$ cat config.mk
export PLATFORM = sky130hd
export DESIGN_NAME = cmp_huff_decoder
export DESIGN_NICKNAME = d
export VERILOG_FILES = /design/src/rtl/cmp_huff_pkg.sv /design/src/rtl/cmp_huff_tree.sv /design/src/rtl/cmp_huff_shifter.sv /design/src/rtl/cmp_huff_decoder.sv
export SDC_FILE = /design/constraint.sdc
export NUM_CORES = 1
export LEC_CHECK = 0
export BUFFER_PORTS_ARGS = -buffer_cell sky130_fd_sc_hd__buf_2
export CAP_MARGIN = 10
export CORE_AREA = 2 2 39 41
export CTS_BUF_LIST = sky130_fd_sc_hd__clkbuf_4
export DETAILED_ROUTE_END_ITERATION = 6
export DIE_AREA = 0 0 41 43
export GPL_TIMING_DRIVEN = 1
export PLACE_DENSITY_LB_ADDON = 0.1
export SETUP_SLACK_MARGIN = 0.5
export SLEW_MARGIN = 20
export SYNTH_ARGS = -nofsm -noshare
export SYNTH_HDL_FRONTEND = slang
export SYNTH_SLANG_ARGS = --single-unit
$ cat constraint.sdc
create_clock -name clk -period 1.8 [get_ports clk]
set_input_delay 0.36 -clock clk [delete_from_list [all_inputs] [get_ports clk]]
set_output_delay 0.36 -clock clk [all_outputs]
set_load 0.03 [all_outputs]
$ cat src/rtl/cmp_huff_pkg.sv
package cmp_huff_pkg;
  // Code-identification phases
  typedef enum logic {
    PH_TREE = 1'b0,   // walking the code tree
    PH_CTRL = 1'b1    // leaf reached, waiting for the invert bit
  } id_phase_e;

  // Default block width and leaf contents (symbol 0 in the low bits)
  localparam int unsigned DEF_BLK_W   = 4;
  localparam int unsigned DEF_NUM_SYM = 3;
  localparam logic [DEF_NUM_SYM*DEF_BLK_W-1:0] DEF_TABLE = {4'b0101, 4'b1011, 4'b1101};
endpackage

$ cat src/rtl/cmp_huff_tree.sv
module cmp_huff_tree
  import cmp_huff_pkg::*;
#(
  parameter int unsigned BLK_W   = DEF_BLK_W,
  parameter int unsigned NUM_SYM = DEF_NUM_SYM,
  parameter logic [NUM_SYM*BLK_W-1:0] SYM_TABLE = DEF_TABLE
) (
  input  logic             clk,
  input  logic             rst,
  input  logic             bit_i,
  input  logic             fire_i,
  output logic             load_o,
  output logic [BLK_W-1:0] blk_o,
  output logic             err_o
);
  localparam int unsigned SYM_W   = (NUM_SYM > 1) ? $clog2(NUM_SYM) : 1;
  localparam int unsigned DEPTH_W = $clog2(NUM_SYM + 1);
  localparam int unsigned LEAF_N  = 1 << SYM_W;
  localparam logic [DEPTH_W-1:0] LAST_DEPTH = DEPTH_W'(NUM_SYM - 1);

  id_phase_e          phase_q;
  logic [DEPTH_W-1:0] depth_q;
  logic [SYM_W-1:0]   sym_q;
  logic               err_q;
  logic [BLK_W-1:0]   leaf_blk [LEAF_N];

  // Unpack the leaf table; unused indices hold zero
  for (genvar g = 0; g < LEAF_N; g++) begin : g_leaf
    if (g < NUM_SYM) begin : g_used
      assign leaf_blk[g] = SYM_TABLE[g*BLK_W +: BLK_W];
    end else begin : g_unused
      assign leaf_blk[g] = '0;
    end
  end

  assign load_o = fire_i && (phase_q == PH_CTRL);
  assign blk_o  = bit_i ? ~leaf_blk[sym_q] : leaf_blk[sym_q];
  assign err_o  = err_q;

  always_ff @(posedge clk) begin
    if (rst) begin
      phase_q <= PH_TREE;
      depth_q <= '0;
      sym_q   <= '0;
      err_q   <= 1'b0;
    end else if (fire_i) begin
      if (phase_q == PH_CTRL) begin
        phase_q <= PH_TREE;
        depth_q <= '0;
      end else if (!bit_i) begin
        sym_q   <= SYM_W'(depth_q);
        phase_q <= PH_CTRL;
      end else if (depth_q == LAST_DEPTH) begin
        err_q   <= 1'b1;
        depth_q <= '0;
      end else begin
        depth_q <= depth_q + 1'b1;
      end
    end
  end
endmodule

$ cat src/rtl/cmp_huff_shifter.sv
module cmp_huff_shifter #(
  parameter int unsigned BLK_W = 4
) (
  input  logic             clk,
  input  logic             rst,
  input  logic             load_i,
  input  logic [BLK_W-1:0] data_i,
  output logic             ser_o,
  output logic             busy_o
);
  localparam int unsigned CNT_W = $clog2(BLK_W + 1);

  logic [BLK_W-1:0] sh_q;
  logic [CNT_W-1:0] cnt_q;

  assign busy_o = (cnt_q != '0);
  assign ser_o  = sh_q[BLK_W-1];

  always_ff @(posedge clk) begin
    if (rst) begin
      sh_q  <= '0;
      cnt_q <= '0;
    end else if (load_i) begin
      sh_q  <= data_i;
      cnt_q <= CNT_W'(BLK_W);
    end else if (busy_o) begin
      sh_q  <= {sh_q[BLK_W-2:0], 1'b0};
      cnt_q <= cnt_q - 1'b1;
    end
  end
endmodule

$ cat src/rtl/cmp_huff_decoder.sv
module cmp_huff_decoder
  import cmp_huff_pkg::*;
#(
  parameter int unsigned BLK_W   = DEF_BLK_W,
  parameter int unsigned NUM_SYM = DEF_NUM_SYM,
  parameter logic [NUM_SYM*BLK_W-1:0] SYM_TABLE = DEF_TABLE
) (
  input  logic clk,
  input  logic rst,
  input  logic in_bit,
  input  logic in_valid,
  output logic in_ready,
  output logic scan_out,
  output logic scan_valid,
  output logic err_flag
);
  logic             fire;
  logic             load;
  logic [BLK_W-1:0] blk;
  logic             busy;

  assign in_ready   = !busy;
  assign fire       = in_valid && in_ready;
  assign scan_valid = busy;

  cmp_huff_tree #(
    .BLK_W(BLK_W), .NUM_SYM(NUM_SYM), .SYM_TABLE(SYM_TABLE)
  ) tree_i (
    .clk(clk), .rst(rst), .bit_i(in_bit), .fire_i(fire),
    .load_o(load), .blk_o(blk), .err_o(err_flag)
  );

  cmp_huff_shifter #(.BLK_W(BLK_W)) shift_i (
    .clk(clk), .rst(rst), .load_i(load), .data_i(blk),
    .ser_o(scan_out), .busy_o(busy)
  );
endmodule

==> flow_summary_export.csv, run 1 <==
group,metric,value,unit
global_route,globalRouteOverflowTotal,0,
drt,vias,598,
drt,post_drt_wl_per_cell,12.9,µm
timing,worst_pin_slew,0.345,ns
cts,clk_pin_slew,0.08,ns
logic_synthesis,synthArstFlopShare,0,%
timing,skew,0.00401,ns
timing,drv_slew,0,
cts,cts_tree,"yes",
timing,rsz0062_at_grt,"true",
critical_path,worst-endpoint-arrival,1.19,ns
drt,drt_wl_total,1.37,mm
drt,remaining_drc_errors,0,
finish,layout_common_cells,"dfxtp_1 (11), a21oi_1 (10), nand2_1 (8)",
critical_path,path_max_fanout,7,
critical_path,r2r_end,"shift_i.sh_q[0]",
floorplan,io_pins,8,
logic_synthesis,syn_area,652,µm²
finish,nets,97,
critical_path,cp-end-kind,"output port",
timing,slew_headroom,77.0,%
cts,cts_htree_levels,1,
global_route,grtUsageMet3,4.71,%
placed_design,post-dp-hpwl,860,µm
logic_synthesis,syn_inst,79,
floorplan,die_x,41,µm
flow_run,drv_cap,0,
pwr,total_power,1.19,mW
logic_synthesis,syn_nets,85,
pwr,p_per_area,1470,nW/µm²
floorplan,rows,14,
critical_path,r2r_setup_slack,0.35,ns
logic_synthesis,synthFlopType,"dfxtp_1",
drt,drt_iter0_drc,7,
pwr,ir_drop,0.000581,V
min_path,min_to,"shift_i.sh_q[2]",
finish,stdcell_area,811,µm²
global_route,grt_max_degree,13,
global_route,antenna_found_initial,0,
floorplan,die-height,43,µm
logic_synthesis,yosysSeqAreaShare,39.9,%
placed_design,place_area,696,µm²
timing,min_period,1.55,ns
placed_design,gp_congestion,0.667,
min_path,min-delay-start,"in_valid",
cts,ctsLongestPathBuffers,2,
finish,multi_input_area,387,µm²
drt,first_pass_iters,3,
finish,syn2layout_area_growth,24.4,%
placed_design,port-buffer-count,7,
min_path,worstHoldPathCells,3,
logic_synthesis,synthDistinctLibCells,28,
critical_path,criticalPathCategory,"flop to output port",
logic_synthesis,synth_edf_count,0,
cts,clock_latency,0.27,ns
cts,cts-buffers-inserted,3,
timing,min_period_over_period,86.3,%
drt,ant_nets,0,
logic_synthesis,synth.yosys.warnings,0,
floorplan,die_area,1760,µm²
critical_path,reg2reg_from,"shift_i.cnt_q[0]",
pwr,power_leakage,0.303,nW
cts,numClockSinks,13,
finish,diodes,0,
finish,mostFrequentLayoutCell,"dfxtp_1",
logic_synthesis,ys_seq_elements,13,
floorplan,floorplan.initialDensity,47.1,%
critical_path,startpoint_type,"flop",
critical_path,rr_worst_depth,7,
finish,register_area,263,µm²
floorplan,core,1380,µm²
timing,setup_violations,0,
global_route,met1_usage,22.6,%
min_path,hold_class,"primary input to flop",
run_status,outcome,"finished, final reports clean",
finish,drive_gt1_share,33.3,%
timing,finalHoldViolations,0,
logic_synthesis,avgSynthCellArea,8.25,µm²
finish,fillCellCount,132,
global_route,first_global_vias,531,
critical_path,worstPathRequired,1.44,ns
global_route,grtUsageTotal,18.2,%
timing,tns,0,ns
global_route,top_usage_layer,"met2",
timing,clock.fmax,644,MHz
timing,hold_slack,0.401,ns
cts,cts_root_buffer,"clkbuf_4",
drt,detail_route.vias_per_cell,5.64,
global_route,grt_pass1_wl,2.20,mm
global_route,grtUsageMet2,27.2,%
synth_stat cells, drive strengths merged (3+ instances only):
master,count,area [µm²]
dfxtp,13,260
a21oi,11,55.1
nand2,8,30.0
nand3,7,35.0
inv,5,21.3
o21ai,5,25.0
xnor2,4,35.0
buf,3,21.3
nor2,3,11.3
sequential cells by signal, summed over array words and instances, names as in the netlist:
register,flops
tree_i.depth_q,2
shift_i.cnt_q,3
shift_i.sh_q,4
tree_i.sym_q,2
tree_i.err_o,1
tree_i.phase_q,1
report_power, final:
group / total [mW] / internal [mW] / switching, mW
registers: 0.393 / 0.343 / 0.0491
clock network: 0.195 / 0.101 / 0.0941
logic: 0.602 / 0.271 / 0.331
through the flow:
stage / utilization [%] / instances / setup WS, ns
3_3_place_gp: 50.3 / 97 / 0.320
6_report: 58.6 / 106 / 0.247
2_1_floorplan: - / 79 / 0.395
3_5_place_dp: 50.3 / 97 / 0.304
4_1_cts: 56.2 / 105 / 0.240
5_1_grt: 58.6 / 106 / 0.203
layer usage:
layer | share of wire [%] | up-vias | wire [µm]
li1 | - | 302 | -
met1 | 46 | 284 | 628
met2 | 50 | 8 | 680
met3 | 2.5 | 4 | 34
met4 | 1.8 | 0 | 25
met5 | 0 | - | 0
layout make-up:
type | instances | area share [%]
clock buffers | 4 | 3.70
inverters | 5 | 3.24
multi-input cells | 56 | 47.7
flip-flops and latches | 13 | 32.4
well taps | 16 | 2.47
repair buffers | 12 | 10.5
worst max-delay path: stages (launching register included):
cell and delay (ns):
dfxtp_2 0.33, inv_2 0.07, ha_4 0.13, and2b_4 0.22
inv_8 0.03, buf_6 0.13
cells by family after synthesis:
logic type | share of synthesized area (%)
compound gates | 19.6
xor+xnor | 5.37
buf+inv | 7.68
flops | 39.9
fa+ha+maj | 3.84
simple gates | 23.6
worst max-delay path by stage:
| stage | from | end | depth (start not counted) |
|---|---|---|---|
| 2_1_floorplan | shift_i.cnt_q[1] | shift_i.sh_q[0] | 7 |
| 3_3_place_gp | shift_i.cnt_q[1] | in_ready | 4 |
| 3_5_place_dp | shift_i.cnt_q[1] | scan_valid | 5 |
| 4_1_cts | shift_i.cnt_q[0] | scan_valid | 5 |
| 5_1_grt | shift_i.cnt_q[0] | scan_valid | 5 |
| 6_report | shift_i.cnt_q[0] | scan_valid | 5 |
repair_timing:
action,CTS,global route
hold buffers,0,0
gates resized for setup,9,7
buffers inserted,4,1
setup endpoints to repair,4,9
pin swaps,3,4
No activity file was read; power rests on OpenSTA's default activity.
==> inputs of run 2 (changes only) <==
--- a/config.mk
+++ b/config.mk
@@ -13,2 +13,3 @@
 export DIE_AREA = 0 0 41 43
+export GPL_ROUTABILITY_DRIVEN = 0
 export GPL_TIMING_DRIVEN = 1
==> constraint.sdc (replaced) <==
create_clock -name clk -period 1.8 [get_ports clk]
set_input_delay 0.27 -clock clk [delete_from_list [all_inputs] [get_ports clk]]
set_output_delay 0.27 -clock clk [all_outputs]
set_load 0.03 [all_outputs]
==> flow_summary_export.csv, run 2 (same netlist as run 1, synthesis figures left out) <==
group,metric,value,unit
placed_design,place_area,696,µm²
finish,layout_common_cells,"dfxtp_1 (10), a21oi_1 (9), buf_4 (8)",
placed_design,port-buffer-count,7,
finish,finalNonFillerCells,111,
finish,diodes,0,
timing,slew_headroom,79.5,%
global_route,antenna_found_initial,0,
finish,stdcell_area,860,µm²
pwr,combinationalPowerShare,55.2,%
run_status,outcome,"finished, final reports clean",
timing,rsz0062_at_grt,"true",
pwr,intPower,0.815,mW
critical_path,criticalPathCategory,"flop to output port",
timing,skew,0.00223,ns
critical_path,cp-end-kind,"output port",
pwr,p_per_area,1540,nW/µm²
drt,remaining_drc_errors,0,
critical_path,startpoint_type,"flop",
cts,cts_tree,"yes",
cts,cts_htree_levels,1,
timing,min_period_over_period,80.1,%
global_route,globalRouteOverflowTotal,0,
global_route,grtUsageTotal,18.6,%
pwr,switching_share,38.6,%
timing,finalHoldViolations,0,
drt,detail_route.vias_per_cell,5.61,
timing,tns,0,ns
finish,syn2layout_area_growth,31.9,%
floorplan,die_x,41,µm
pwr,ir_drop,0.000572,V
cts,cts-buffers-inserted,3,
finish,largest_reg_flops,4,
placed_design,placed_cells_incl_taps,97,
global_route,first_global_vias,536,
pwr,clkPwrFrac,14.8,%
floorplan,rows,14,
global_route,grt_pass1_wl,2.17,mm
drt,drt_wl_total,1.44,mm
finish,mostFrequentLayoutCell,"dfxtp_1",
floorplan,die-height,43,µm
pwr,power_frac_seq,30.0,%
floorplan,io_pins,8,
floorplan,floorplan.initialDensity,47.1,%
timing,drv_slew,0,
timing,setup_violations,0,
drt,post_drt_wl_per_cell,13.0,µm
drt,vias,623,
floorplan,core,1380,µm²
finish,drive_gt1_share,38.9,%
pwr,p_switching,0.512,mW
flow_run,drv_cap,0,
floorplan,die_area,1760,µm²
cts,numClockSinks,13,
cts,clock_latency,0.28,ns
cts,cts_root_buffer,"clkbuf_4",
pwr,power_leakage,0.326,nW
drt,ant_nets,0,
drt,drt_iter0_drc,12,
finish,largest-register,"shift_i.sh_q",
cts,clk_pin_slew,0.07,ns
min_path,hold_class,"primary input to flop",
timing,worst_pin_slew,0.306,ns
timing,min_period,1.44,ns
global_route,grt_max_degree,13,
critical_path,path_max_fanout,3,
timing,clock.fmax,694,MHz
cts,ctsLongestPathBuffers,2,
drt,first_pass_iters,4,
critical_path,worst-endpoint-arrival,1.17,ns
cts,cts.hold.buffers_added,0,
finish,reg_top3,"shift_i.sh_q (4), shift_i.cnt_q (3)",
placed_design,post-dp-hpwl,841,µm
finish,nets,102,
critical_path,worstPathRequired,1.53,ns
[run 2: changes by cell type in the layout (fill, tap and decap cells not counted), moves of 2 or more]
cell,before,now
o21ai_1,1,4
buf_6,2,4
o21ai_0,2,0
buf_4,5,8
[run 2: layout make-up]
| class | count | area, µm² |
|---|---|---|
| repair buffers | 17 | 130 |
| fillers | 119 | 524 |
| flip-flops and latches | 13 | 264 |
| inverters | 5 | 26.3 |
| well taps | 16 | 20.0 |
| multi-input cells | 56 | 389 |
| clock buffers | 4 | 30.0 |
[run 2: repair_timing]
action                     4_1_cts  5_1_grt
hold endpoints to repair         0        0
setup buffers                    7        3
pin swaps                        3        4
setup endpoints to repair        4       13
gates resized for setup          8       14
[run 2: per-stage QoR]
stage | worst slack, ns | util, % | power (mW) | hold WS [ns]
after floorplan | 0.395 | - | 0.786 | 0.429
after global placement | 0.315 | 50.3 | 0.847 | 0.463
after detailed placement | 0.292 | 50.3 | 0.844 | 0.470
after CTS | 0.355 | 57.5 | 1.22 | 0.298
after global routing | 0.317 | 62.1 | 1.42 | 0.305
final | 0.359 | 62.1 | 1.33 | 0.302
[run 2: metal layers]
metal	wire length (µm)	vias up	track usage, %
met5	0	-	0
met4	45	0	14.0
met3	58	5	3.14
met2	732	17	28.7
met1	608	287	21.2
li1	-	314	-
[run 2: critical path, cell delays in order (launching register included)]
cell and delay (ns):
dfxtp_2 0.34, inv_2 0.05, ha_4 0.15, and2b_4 0.19, inv_8 0.05, buf_6 0.12
[run 2: power groups by stage]
stage | Sequential [mW] | Combinational, mW | Clock (mW)
floorplan | 0.387 | 0.398 | 0
global placement | 0.392 | 0.455 | 0
detailed placement | 0.392 | 0.453 | 0
CTS | 0.388 | 0.631 | 0.205
global route | 0.407 | 0.796 | 0.213
finish | 0.397 | 0.733 | 0.197
[run 2: path summary, 6_finish.rpt]
path                         start               end  slack, ns  cells after the start
hold / removal            in_valid   shift_i.sh_q[2]       0.30                      3
setup reg to reg  shift_i.cnt_q[1]   shift_i.sh_q[1]       0.41                      8
setup / recovery  shift_i.cnt_q[1]        scan_valid       0.36                      5
hold reg to reg   shift_i.cnt_q[1]  shift_i.cnt_q[1]       0.47                      2
==> inputs of run 3 (changes only) <==
Clock period 1.8 ns to 1.4 ns, I/O delays scaled along.
==> flow_summary_export.csv, run 3 (same netlist as run 1, synthesis figures left out) <==
group,metric,value,unit
run_status,outcome,"complete, but fails checks",
run_status,violations,"negative setup slack",
drt,remaining_drc_errors,0,
finish,mostFrequentLayoutCell,"buf_6",
cts,cts_htree_levels,1,
placed_design,port-buffer-count,7,
finish,largest_reg_flops,4,
critical_path,slowest_delay,0.34,ns
cts,cts.hold.buffers_added,0,
pwr,power_leakage,0.395,nW
finish,reg_top3,"shift_i.sh_q (4), shift_i.cnt_q (3)",
global_route,globalRouteOverflowTotal,0,
drt,first_pass_iters,4,
critical_path,r2r_setup_slack,-0.09,ns
finish,layout_common_cells,"buf_6 (13), buf_4 (12), a21oi_1 (9), dfxtp_1 (9)",
drt,post_drt_wl_per_cell,14.6,µm
timing,min_period_over_period,110,%
finish,drive_gt1_share,50.0,%
pwr,switching_share,36.8,%
critical_path,worst-endpoint-arrival,1.33,ns
timing,clock.fmax,651,MHz
global_route,grtUsageTotal,22.0,%
timing,slew_headroom,75.0,%
placed_design,placed_cells_incl_taps,102,
cts,ctsLongestPathBuffers,2,
cts,cts_root_buffer,"clkbuf_4",
drt,dr_wl_met2,982,µm
cts,clock_latency,0.27,ns
drt,top_layer,"met4",
min_path,hold_class,"primary input to flop",
floorplan,rows,14,
pwr,ir_drop,0.000943,V
timing,hold_slack,0.254,ns
global_route,first_global_vias,646,
floorplan,die-height,43,µm
global_route,antenna_found_initial,0,
flow_run,drv_cap,0,
floorplan,die_area,1760,µm²
drt,detail_route.vias_per_cell,5.48,
floorplan,die_x,41,µm
floorplan,core,1380,µm²
pwr,clkPwrFrac,12.2,%
timing,worst_pin_slew,0.374,ns
drt,wl_met3,33,µm
finish,fillCellCount,101,
finish,register_area,265,µm²
floorplan,floorplan.initialDensity,47.1,%
cts,numClockSinks,13,
critical_path,criticalPathCategory,"flop to output port",
cts,clk_pin_slew,0.08,ns
drt,drt_wl_total,1.78,mm
drt,drt_iter0_drc,12,
critical_path,slowest_stage,"dfxtp_2",
timing,worst_slack,-0.135,ns
finish,largest-register,"shift_i.sh_q",
global_route,grt_pass1_wl,2.57,mm
finish,multi_input_area,399,µm²
timing,drv_slew,0,
timing,finalHoldViolations,0,
cts,cts-buffers-inserted,3,
timing,tns,-0.688,ns
critical_path,worstPathRequired,1.19,ns
placed_design,post-dp-hpwl,1.00,mm
finish,finalNonFillerCells,122,
pwr,intPower,1.30,mW
pwr,power_frac_seq,24.7,%
critical_path,path_cells,"inv_2, ha_4, and2b_2, buf_6, buf_6",
drt,m1WireLength,743,µm
timing,rsz0062_at_grt,"true",
timing,min_period,1.54,ns
critical_path,cp_common_cell,"buf_6",
floorplan,io_pins,8,
finish,nets,113,
global_route,grt_max_degree,13,
pwr,p_switching,0.756,mW
finish,diodes,0,
pwr,p_per_area,2070,nW/µm²
drt,ant_nets,0,
critical_path,startpoint_type,"flop",
timing,skew,0.000761,ns
timing,setup_violations,15,
cts,cts_tree,"yes",
finish,syn2layout_area_growth,52.2,%
critical_path,path_max_fanout,3,
pwr,combinationalPowerShare,63.1,%
critical_path,cp-end-kind,"output port",
finish,final_util,71.7,%
drt,vias,668,
==> run 3: cell type report <==
cell class	instances	share of cell area, %
multi-input cells	56	40.2
flip-flops and latches	13	26.7
repair buffers	28	25.3
clock buffers	4	3.03
inverters	5	2.65
well taps	16	2.02
==> run 3: routing by layer <==
| layer | vias to the layer above | GRT usage [%] |
|---|---|---|
| met4 | 0 | 12.0 |
| met5 | - | 0 |
| li1 | 334 | - |
| met3 | 2 | 3.14 |
| met2 | 6 | 37.8 |
| met1 | 326 | 23.8 |
==> run 3: critical path, delay by kind of cell, from the launching register on <==
family,cells,cell delay [ns]
flops,1,0.34
buf+inv,3,0.31
simple gates,1,0.24
fa+ha+maj,1,0.15
==> run 3: final timing paths <==
check | endpoint | from | cells past startpoint
worst max-delay path | in_ready | shift_i.cnt_q[0] | 5
worst min-delay path | shift_i.sh_q[3] | in_valid | 3
worst max register to register | shift_i.cnt_q[1] | shift_i.cnt_q[0] | 9
worst min register to register | shift_i.cnt_q[1] | shift_i.cnt_q[1] | 2
==> run 3: through the flow <==
| stage | instance area, µm² | setup WS [ns] | power, mW |
|---|---|---|---|
| after floorplan | 678 | -0.00533 | 1.02 |
| after global placement | 741 | 0.0350 | 1.18 |
| after detailed placement | 741 | -0.00288 | 1.20 |
| after CTS | 932 | -0.128 | 1.90 |
| after global routing | 992 | -0.175 | 2.18 |
| final | 992 | -0.135 | 2.05 |
==> run 3: power by group through the flow <==
stage / Clock [mW] / Combinational (mW) / Sequential (mW)
finish: 0.251 / 1.30 / 0.507
global route: 0.267 / 1.40 / 0.516
CTS: 0.255 / 1.15 / 0.502
detailed placement: 0 / 0.698 / 0.500
global placement: 0 / 0.677 / 0.499
floorplan: 0 / 0.519 / 0.498
==> run 3: timing repair <==
| item | in CTS | in global routing |
|---|---|---|
| setup endpoints to repair | 17 | 17 |
| pin swaps | 9 | 5 |
| buffers inserted | 12 | 4 |
| gates resized for setup | 27 | 8 |
| gates cloned | 0 | 0 |
